[config.mk]
export PLATFORM = sky130hd
export DESIGN_NAME = tap_harness
export DESIGN_NICKNAME = d
export VERILOG_FILES = /design/src/rtl/tap_pkg.sv /design/src/rtl/tap_fifo.sv /design/src/rtl/tap_inject_ctl.sv /design/src/rtl/tap_capture_ctl.sv /design/src/rtl/tap_harness.sv
export SDC_FILE = /design/constraint.sdc
export NUM_CORES = 2
export LEC_CHECK = 0
export CELL_PAD_IN_SITES_DETAIL_PLACEMENT = 0
export CELL_PAD_IN_SITES_GLOBAL_PLACEMENT = 2
export CORE_ASPECT_RATIO = 1.5
export CORE_MARGIN = 5
export CORE_UTILIZATION = 50
export DETAILED_ROUTE_END_ITERATION = 7
export HOLD_SLACK_MARGIN = 0.06
export PLACE_DENSITY = 0.92
export RECOVER_POWER = 25
export SYNTH_ARGS = -nofsm -noshare
export SYNTH_HDL_FRONTEND = slang
export SYNTH_HIERARCHICAL = 1
export SYNTH_SLANG_ARGS = --single-unit
[constraint.sdc]
create_clock -name clk -period 11.75 [get_ports clk]
set_clock_uncertainty 0.1 [all_clocks]
set_input_delay 2.9375 -clock clk [delete_from_list [all_inputs] [get_ports clk]]
set_output_delay 2.9375 -clock clk [all_outputs]
set_load 0.03 [all_outputs]
[src/rtl/tap_pkg.sv]
package tap_pkg;

    // Register addresses; the host decodes these.
    typedef enum logic [1:0] {
        REG_CTRL   = 2'd0,
        REG_TXDATA = 2'd1,
        REG_RXDATA = 2'd2,
        REG_NONE   = 2'd3
    } reg_addr_e;

    // Control register field positions
    localparam int CTL_TXSEL_LSB = 0;
    localparam int CTL_RXSEL_LSB = 8;
    localparam int CTL_TXLVL_LSB = 16;
    localparam int CTL_RXLVL_LSB = 24;
    localparam int CTL_UNF_BIT   = 31;

    typedef enum logic {
        INJ_IDLE = 1'b0,
        INJ_RUN  = 1'b1
    } inj_state_e;

    typedef enum logic {
        CAP_OFF = 1'b0,
        CAP_ON  = 1'b1
    } cap_state_e;

endpackage

[src/rtl/tap_fifo.sv]
module tap_fifo #(
    parameter int W     = 32,
    parameter int DEPTH = 16,
    localparam int AW   = (DEPTH > 1) ? $clog2(DEPTH) : 1,
    localparam int CW   = $clog2(DEPTH + 1)
) (
    input  logic          clk,
    input  logic          rst_n,
    input  logic          push,
    input  logic          pop,
    input  logic [W-1:0]  wdata,
    output logic [W-1:0]  head,
    output logic [CW-1:0] count,
    output logic          full,
    output logic          empty
);

    logic [W-1:0]  mem [DEPTH];
    logic [AW-1:0] rd_ptr;
    logic [AW-1:0] wr_ptr;
    logic          do_pop;
    logic          do_push;

    function automatic logic [AW-1:0] ptr_inc(input logic [AW-1:0] p);
        return (p == AW'(DEPTH - 1)) ? '0 : p + AW'(1);
    endfunction

    assign empty   = (count == '0);
    assign full    = (count == CW'(DEPTH));
    assign do_pop  = pop && !empty;
    assign do_push = push && (!full || do_pop);
    assign head    = mem[rd_ptr];

    always_ff @(posedge clk) begin
        if (!rst_n) begin
            rd_ptr <= '0;
            wr_ptr <= '0;
            count  <= '0;
        end else begin
            if (do_pop)  rd_ptr <= ptr_inc(rd_ptr);
            if (do_push) wr_ptr <= ptr_inc(wr_ptr);
            if (do_push && !do_pop)      count <= count + CW'(1);
            else if (do_pop && !do_push) count <= count - CW'(1);
        end
    end

    always_ff @(posedge clk) begin
        if (do_push) mem[wr_ptr] <= wdata;
    end

    // level never exceeds the depth
    assert_level_bound_R6: assert property (@(posedge clk) disable iff (!rst_n)
        count <= CW'(DEPTH));

    // a push into a full FIFO without a pop leaves the level unchanged
    assert_full_drop_R6: assert property (@(posedge clk) disable iff (!rst_n)
        (full && push && !pop) |=> full);

endmodule

[src/rtl/tap_inject_ctl.sv]
module tap_inject_ctl
    import tap_pkg::*;
#(
    parameter int SEL_W = 3,
    parameter int CW    = 5
) (
    input  logic             clk,
    input  logic             rst_n,
    input  logic             ctrl_wr,
    input  logic [SEL_W-1:0] new_sel,
    input  logic             fifo_empty,
    input  logic [CW-1:0]    fifo_count,
    input  logic             fifo_push,
    output logic [SEL_W-1:0] sel,
    output logic             pop
);

    inj_state_e       state_q, state_d;
    logic [SEL_W-1:0] sel_q, sel_d;

    always_comb begin
        state_d = state_q;
        sel_d   = sel_q;
        unique case (state_q)
            INJ_IDLE: begin
                if (ctrl_wr && new_sel != '0 && !fifo_empty) begin
                    state_d = INJ_RUN;          // arm
                    sel_d   = new_sel;
                end
            end
            INJ_RUN: begin
                if (ctrl_wr && new_sel == '0) begin
                    state_d = INJ_IDLE;         // abort
                    sel_d   = '0;
                end else if (fifo_count == CW'(1) && !fifo_push) begin
                    state_d = INJ_IDLE;         // drain
                    sel_d   = '0;
                end else if (ctrl_wr) begin
                    sel_d   = new_sel;          // retarget
                end
            end
            default: begin
                state_d = INJ_IDLE;
                sel_d   = '0;
            end
        endcase
    end

    always_ff @(posedge clk) begin
        if (!rst_n) begin
            state_q <= INJ_IDLE;
            sel_q   <= '0;
        end else begin
            state_q <= state_d;
            sel_q   <= sel_d;
        end
    end

    always_comb begin
        sel = (state_q == INJ_RUN) ? sel_q : '0;
        pop = (state_q == INJ_RUN);
    end

    // injection is never active on an empty FIFO
    assert_run_nonempty_R4: assert property (@(posedge clk) disable iff (!rst_n)
        (state_q == INJ_RUN) |-> !fifo_empty);

    // an empty FIFO with no push keeps the controller idle
    assert_empty_stays_idle_R5: assert property (@(posedge clk) disable iff (!rst_n)
        (state_q == INJ_IDLE && fifo_empty && !fifo_push) |=> (state_q == INJ_IDLE));

endmodule

[src/rtl/tap_capture_ctl.sv]
module tap_capture_ctl
    import tap_pkg::*;
#(
    parameter int SEL_W = 3
) (
    input  logic             clk,
    input  logic             rst_n,
    input  logic             ctrl_wr,
    input  logic [SEL_W-1:0] new_sel,
    output logic [SEL_W-1:0] sel,
    output logic             push
);

    cap_state_e       state_q, state_d;
    logic [SEL_W-1:0] sel_q, sel_d;

    always_comb begin
        state_d = state_q;
        sel_d   = sel_q;
        unique case (state_q)
            CAP_OFF: begin
                if (ctrl_wr && new_sel != '0) begin
                    state_d = CAP_ON;           // start
                    sel_d   = new_sel;
                end
            end
            CAP_ON: begin
                if (ctrl_wr) begin
                    if (new_sel == '0) begin
                        state_d = CAP_OFF;      // stop
                        sel_d   = '0;
                    end else begin
                        sel_d   = new_sel;      // retarget
                    end
                end
            end
            default: begin
                state_d = CAP_OFF;
                sel_d   = '0;
            end
        endcase
    end

    always_ff @(posedge clk) begin
        if (!rst_n) begin
            state_q <= CAP_OFF;
            sel_q   <= '0;
        end else begin
            state_q <= state_d;
            sel_q   <= sel_d;
        end
    end

    always_comb begin
        sel  = (state_q == CAP_ON) ? sel_q : '0;
        push = (state_q == CAP_ON);
    end

endmodule

[src/rtl/tap_harness.sv]
module tap_harness
    import tap_pkg::*;
#(
    parameter int DATA_W   = 32,
    parameter int NUM_TAPS = 4,
    parameter int TX_DEPTH = 16,
    parameter int RX_DEPTH = 32
) (
    input  logic                           clk,
    input  logic                           rst_n,
    input  logic                           reg_wr,
    input  logic                           reg_rd,
    input  logic [1:0]                     reg_addr,
    input  logic [31:0]                    reg_wdata,
    output logic [31:0]                    reg_rdata,
    input  logic [NUM_TAPS-1:0][DATA_W-1:0] tap_in,
    output logic [NUM_TAPS-1:0][DATA_W-1:0] tap_out
);

    localparam int SEL_W = $clog2(NUM_TAPS + 1);
    localparam int TXC_W = $clog2(TX_DEPTH + 1);
    localparam int RXC_W = $clog2(RX_DEPTH + 1);

    // Register decode
    logic              ctrl_wr, tx_push_req, rx_rd;
    logic [7:0]        tx_field, rx_field;
    logic [SEL_W-1:0]  tx_new, rx_new;

    assign ctrl_wr     = reg_wr && (reg_addr == REG_CTRL);
    assign tx_push_req = reg_wr && (reg_addr == REG_TXDATA);
    assign rx_rd       = reg_rd && (reg_addr == REG_RXDATA);
    assign tx_field    = reg_wdata[CTL_TXSEL_LSB +: 8];
    assign rx_field    = reg_wdata[CTL_RXSEL_LSB +: 8];
    assign tx_new      = (tx_field <= 8'(NUM_TAPS)) ? SEL_W'(tx_field) : '0;
    assign rx_new      = (rx_field <= 8'(NUM_TAPS)) ? SEL_W'(rx_field) : '0;

    // TX path
    logic [DATA_W-1:0] tx_head;
    logic [TXC_W-1:0]  tx_count;
    logic              tx_full, tx_empty, tx_pop;
    logic [SEL_W-1:0]  tx_sel;

    tap_fifo #(.W(DATA_W), .DEPTH(TX_DEPTH)) u_tx_fifo (
        .clk(clk), .rst_n(rst_n),
        .push(tx_push_req), .pop(tx_pop),
        .wdata(reg_wdata[DATA_W-1:0]),
        .head(tx_head), .count(tx_count),
        .full(tx_full), .empty(tx_empty)
    );

    tap_inject_ctl #(.SEL_W(SEL_W), .CW(TXC_W)) u_inject (
        .clk(clk), .rst_n(rst_n),
        .ctrl_wr(ctrl_wr), .new_sel(tx_new),
        .fifo_empty(tx_empty), .fifo_count(tx_count),
        .fifo_push(tx_push_req),
        .sel(tx_sel), .pop(tx_pop)
    );

    // Substitution muxes
    logic [NUM_TAPS-1:0] tap_hit;

    for (genvar i = 0; i < NUM_TAPS; i++) begin : g_tap
        assign tap_hit[i] = (tx_sel == SEL_W'(i + 1));
        assign tap_out[i] = tap_hit[i] ? tx_head : tap_in[i];
    end

    // RX path
    logic [SEL_W-1:0]  rx_sel;
    logic              cap_push;
    logic [DATA_W-1:0] cap_word;
    logic [DATA_W-1:0] rx_head;
    logic [RXC_W-1:0]  rx_count;
    logic              rx_full, rx_empty, host_pop, rx_pop;
    logic              unf_q;

    tap_capture_ctl #(.SEL_W(SEL_W)) u_capture (
        .clk(clk), .rst_n(rst_n),
        .ctrl_wr(ctrl_wr), .new_sel(rx_new),
        .sel(rx_sel), .push(cap_push)
    );

    always_comb begin
        cap_word = '0;
        for (int i = 0; i < NUM_TAPS; i++) begin
            if (rx_sel == SEL_W'(i + 1)) cap_word = tap_out[i];
        end
    end

    assign host_pop = rx_rd && !rx_empty;
    assign rx_pop   = host_pop || (rx_full && cap_push);

    tap_fifo #(.W(DATA_W), .DEPTH(RX_DEPTH)) u_rx_fifo (
        .clk(clk), .rst_n(rst_n),
        .push(cap_push), .pop(rx_pop),
        .wdata(cap_word),
        .head(rx_head), .count(rx_count),
        .full(rx_full), .empty(rx_empty)
    );

    always_ff @(posedge clk) begin
        if (!rst_n)                                  unf_q <= 1'b0;
        else if (rx_rd && rx_empty)                  unf_q <= 1'b1;
        else if (ctrl_wr && reg_wdata[CTL_UNF_BIT])  unf_q <= 1'b0;
    end

    // Read mux
    always_comb begin
        reg_rdata = '0;
        if (reg_rd) begin
            unique case (reg_addr_e'(reg_addr))
                REG_CTRL: begin
                    reg_rdata[CTL_TXSEL_LSB +: 8] = 8'(tx_sel);
                    reg_rdata[CTL_RXSEL_LSB +: 8] = 8'(rx_sel);
                    reg_rdata[CTL_TXLVL_LSB +: 8] = 8'(tx_count);
                    reg_rdata[CTL_RXLVL_LSB +: 7] = 7'(rx_count);
                    reg_rdata[CTL_UNF_BIT]        = unf_q;
                end
                REG_RXDATA: reg_rdata = rx_empty ? '0 : 32'(rx_head);
                REG_TXDATA: reg_rdata = '0;
                REG_NONE:   reg_rdata = '0;
                default:    reg_rdata = '0;
            endcase
        end
    end

    // at most one tap is substituted
    assert_single_tap_R3: assert property (@(posedge clk) disable iff (!rst_n)
        $onehot0(tap_hit));

    // a selected injection tap always has FIFO data behind it
    assert_sel_has_data_R4: assert property (@(posedge clk) disable iff (!rst_n)
        (tx_sel != '0) |-> !tx_empty);

    // a full RX FIFO that keeps capturing without a read stays full
    assert_rx_window_full_R9: assert property (@(posedge clk) disable iff (!rst_n)
        (rx_full && cap_push && !host_pop) |=> rx_full);

    // a capture cycle leaves the RX FIFO non-empty
    assert_capture_lands_R8: assert property (@(posedge clk) disable iff (!rst_n)
        cap_push |=> !rx_empty);

    // the underflow flag falls only on an explicit clear
    assert_underflow_sticky_R10: assert property (@(posedge clk) disable iff (!rst_n)
        (unf_q && !(ctrl_wr && reg_wdata[CTL_UNF_BIT])) |=> unf_q);

endmodule

==> results.json <==
{
  "outcome": "finished, violations left",
  "violations": "max-capacitance violations, max-slew violations",
  "dieArea_sq_um": 135500,
  "cp.arrival_ns": 9.35,
  "clockBufferDepth": 3,
  "cts_tree": "done",
  "ir_drop_mv": 0.1523,
  "grt-ovfl-total": 0,
  "max_slew.worst_pin.slew_ns": 3.376,
  "drt-pass1-iter-count": 6,
  "end_kind": "flip-flop",
  "syn_area_sq_um": 64020,
  "seq_area_sq_um": 47080,
  "hold_path.class": "reg2reg",
  "fill_cells": 9159,
  "via_per_inst": 6.268,
  "drv_slew": 269,
  "place_congestion": 0.7938,
  "wire_per_inst_um": 30.47,
  "leakagePower_nw": 25.74,
  "path_max_fanout": 36,
  "numPortBuffers": 325,
  "rows": 160,
  "crit_required_ns": 11.73,
  "fp.dieW_um": 302.2,
  "critical_path_class": "reg2reg",
  "synth_nets": 3555,
  "r2r-end": "u_rx_fifo/mem[13][23]$_DFFE_PP_",
  "cts_inserted_buffers": 139,
  "cts_resized": 0,
  "synth.yosys.warnings": 6,
  "htree_levels": 4,
  "dr.first_iter.drc_count": 3496,
  "min_period_ns": 9.372,
  "drc_errors": 0,
  "clock_latency_ns": 0.77,
  "routed_wl_mm": 168.8,
  "setup-tns-final_ns": 0,
  "io_pins": 326,
  "multi_input_area_sq_um": 16490,
  "syn_avg_cell_area_sq_um": 19.03,
  "initial_core_util_pct": 50.36,
  "grt_first_pass_wirelength_mm": 241.6,
  "p_per_area_nw_per_um2": 147.7,
  "detail-route-antenna-nets": 0,
  "rsz0062_at_grt": "false",
  "grt_max_degree": 160,
  "cap_viol_max_count": 8,
  "dp_hpwl_mm": 95.97,
  "startpoint_type": "flip-flop",
  "layout_worst_path_cycle_share_pct": 79.76,
  "die_h_um": 448.3,
  "critPathCapture": "u_rx_fifo/mem[13][23]$_DFFE_PP_",
  "maxClockFrequency_mhz": 106.7,
  "coreArea_sq_um": 127100,
  "syn_to_final_growth_pct": 15.84,
  "syn_inst": 3364,
  "clock-sinks": 1583,
  "slew_headroom_pct": -127.4,
  "finalSetupViolations": 0,
  "fin_util_pct": 58.34,
  "final_nets": 3914,
  "hold_viol_final": 0,
  "cts_hold_buf": 0,
  "worst_r2r_path_depth": 7,
  "first_global_vias": 35160,
  "drive_gt1_share_pct": 25.49,
  "grt_antenna_before_repair": 19,
  "cts_root_buf": "clkbuf_16",
  "rrSetupSlack_ns": 2.38,
  "clkTransAtPathRegs_ns": 0.07,
  "grt_use_total_pct": 24.77,
  "via_count": 34720,
  "cts_setup_buffers": 0
}
## per-stage QoR
| step | hold WS, ns | power, mW | setup slack (ns) | instances | cell area [sq um] |
|---|---|---|---|---|---|
| 2_1_floorplan | 0.3406 | 6.456 | 4.743 | 3364 | 64020 |
| 3_3_place_gp | 0.3553 | 6.661 | 3.065 | 5282 | 69830 |
| 3_5_place_dp | 0.3661 | 6.664 | 3.061 | 5282 | 69830 |
| 4_1_cts | 0.3812 | 11.01 | 3.037 | 5533 | 74190 |
| 5_1_grt | 0.4055 | 11.27 | 1.965 | 5536 | 74160 |
| 6_report | 0.3850 | 10.95 | 2.378 | 5539 | 74170 |
## registers in the layout, indices dropped and copies added, names as in the netlist, named ones only
signal            flops
u_rx_fifo/rd_ptr      5
unf_q                 1
u_tx_fifo/rd_ptr      4
u_tx_fifo/mem       512
u_rx_fifo/count       6
u_capture/sel_q       3
u_tx_fifo/count       5
u_inject/pop          1
u_rx_fifo/mem      1024
u_tx_fifo/wr_ptr      4
u_inject/sel_q        3
u_rx_fifo/wr_ptr      5
## cell usage in the layout, fill, tap and decap left out, types with 6 or more instances in the layout
master	n
edfxtp_1	1536
clkdlybuf4s50_1	292
mux2_2	289
mux4_2	256
clkbuf_16	142
a22oi_1	96
o22ai_1	95
buf_4	92
a22o_1	85
o21ai_0	79
nor3_1	71
nor2b_1	67
a211oi_1	64
nand2_1	60
nor2_4	47
dfxtp_1	43
clkinv_1	42
o31ai_1	34
or4_1	34
dlygate4sd3_1	33
o21ai_2	27
and2_1	25
clkinv_2	24
ha_1	23
clkbuf_1	22
mux2_4	20
a21oi_1	19
nor2_1	17
inv_1	16
nand3_1	16
mux2_1	11
bufinv_16	9
mux2i_1	7
nand3b_1	6
## power breakdown
group          internal [mW]  switching, mW  total [mW]
sequential              6.14         0.0191        6.16
clock                   2.43           1.99        4.41
combinational          0.163          0.218       0.381
## critical path, cell delays in order (launching register included)
cell and delay (ns):
dfxtp_1 0.69, and2_0 0.60, clkbuf_1 2.14, xnor2_1 0.18, nand3b_1 0.33, clkbuf_1 1.78, o22ai_1 0.22, o21ai_0 2.59
## worst min-delay path by stage
stage | slack (ns) | start | cells past startpoint | end
floorplan | 0.34 | u_inject/sel_q[0]$_SDFFE_PN0P_ | 1 | u_inject/sel_q[0]$_SDFFE_PN0P_
global placement | 0.36 | u_inject/sel_q[1]$_SDFFE_PN0P_ | 1 | u_inject/sel_q[1]$_SDFFE_PN0P_
detailed placement | 0.37 | u_inject/sel_q[0]$_SDFFE_PN0P_ | 1 | u_inject/sel_q[0]$_SDFFE_PN0P_
CTS | 0.38 | u_inject/sel_q[0]$_SDFFE_PN0P_ | 1 | u_inject/sel_q[0]$_SDFFE_PN0P_
global route | 0.41 | u_inject/sel_q[0]$_SDFFE_PN0P_ | 1 | u_inject/sel_q[0]$_SDFFE_PN0P_
finish | 0.38 | u_inject/sel_q[0]$_SDFFE_PN0P_ | 1 | u_inject/sel_q[0]$_SDFFE_PN0P_
## area by class of cell
type	instances	share of cell area, %
multi-input combinational	1555	22.23
sequential	1583	63.48
clock buffer	158	4.899
antenna	5	0.01687
inverter	16	0.08098
clock inverter	93	0.9886
timing repair buffer	428	5.432
tap	1701	2.870
## layer usage
metal  track usage (%)  vias up  part of all wire [%]  routed length [um]
li1                  -    14620                     -                   -
met1             30.24    18040                    35               59880
met2             44.11     1682                    53               88910
met3             4.972      355                   8.0               13490
met4             8.635       16                   3.8                6403
met5                 0        -                 0.060                 102
Power figures use the tool's default switching activity.
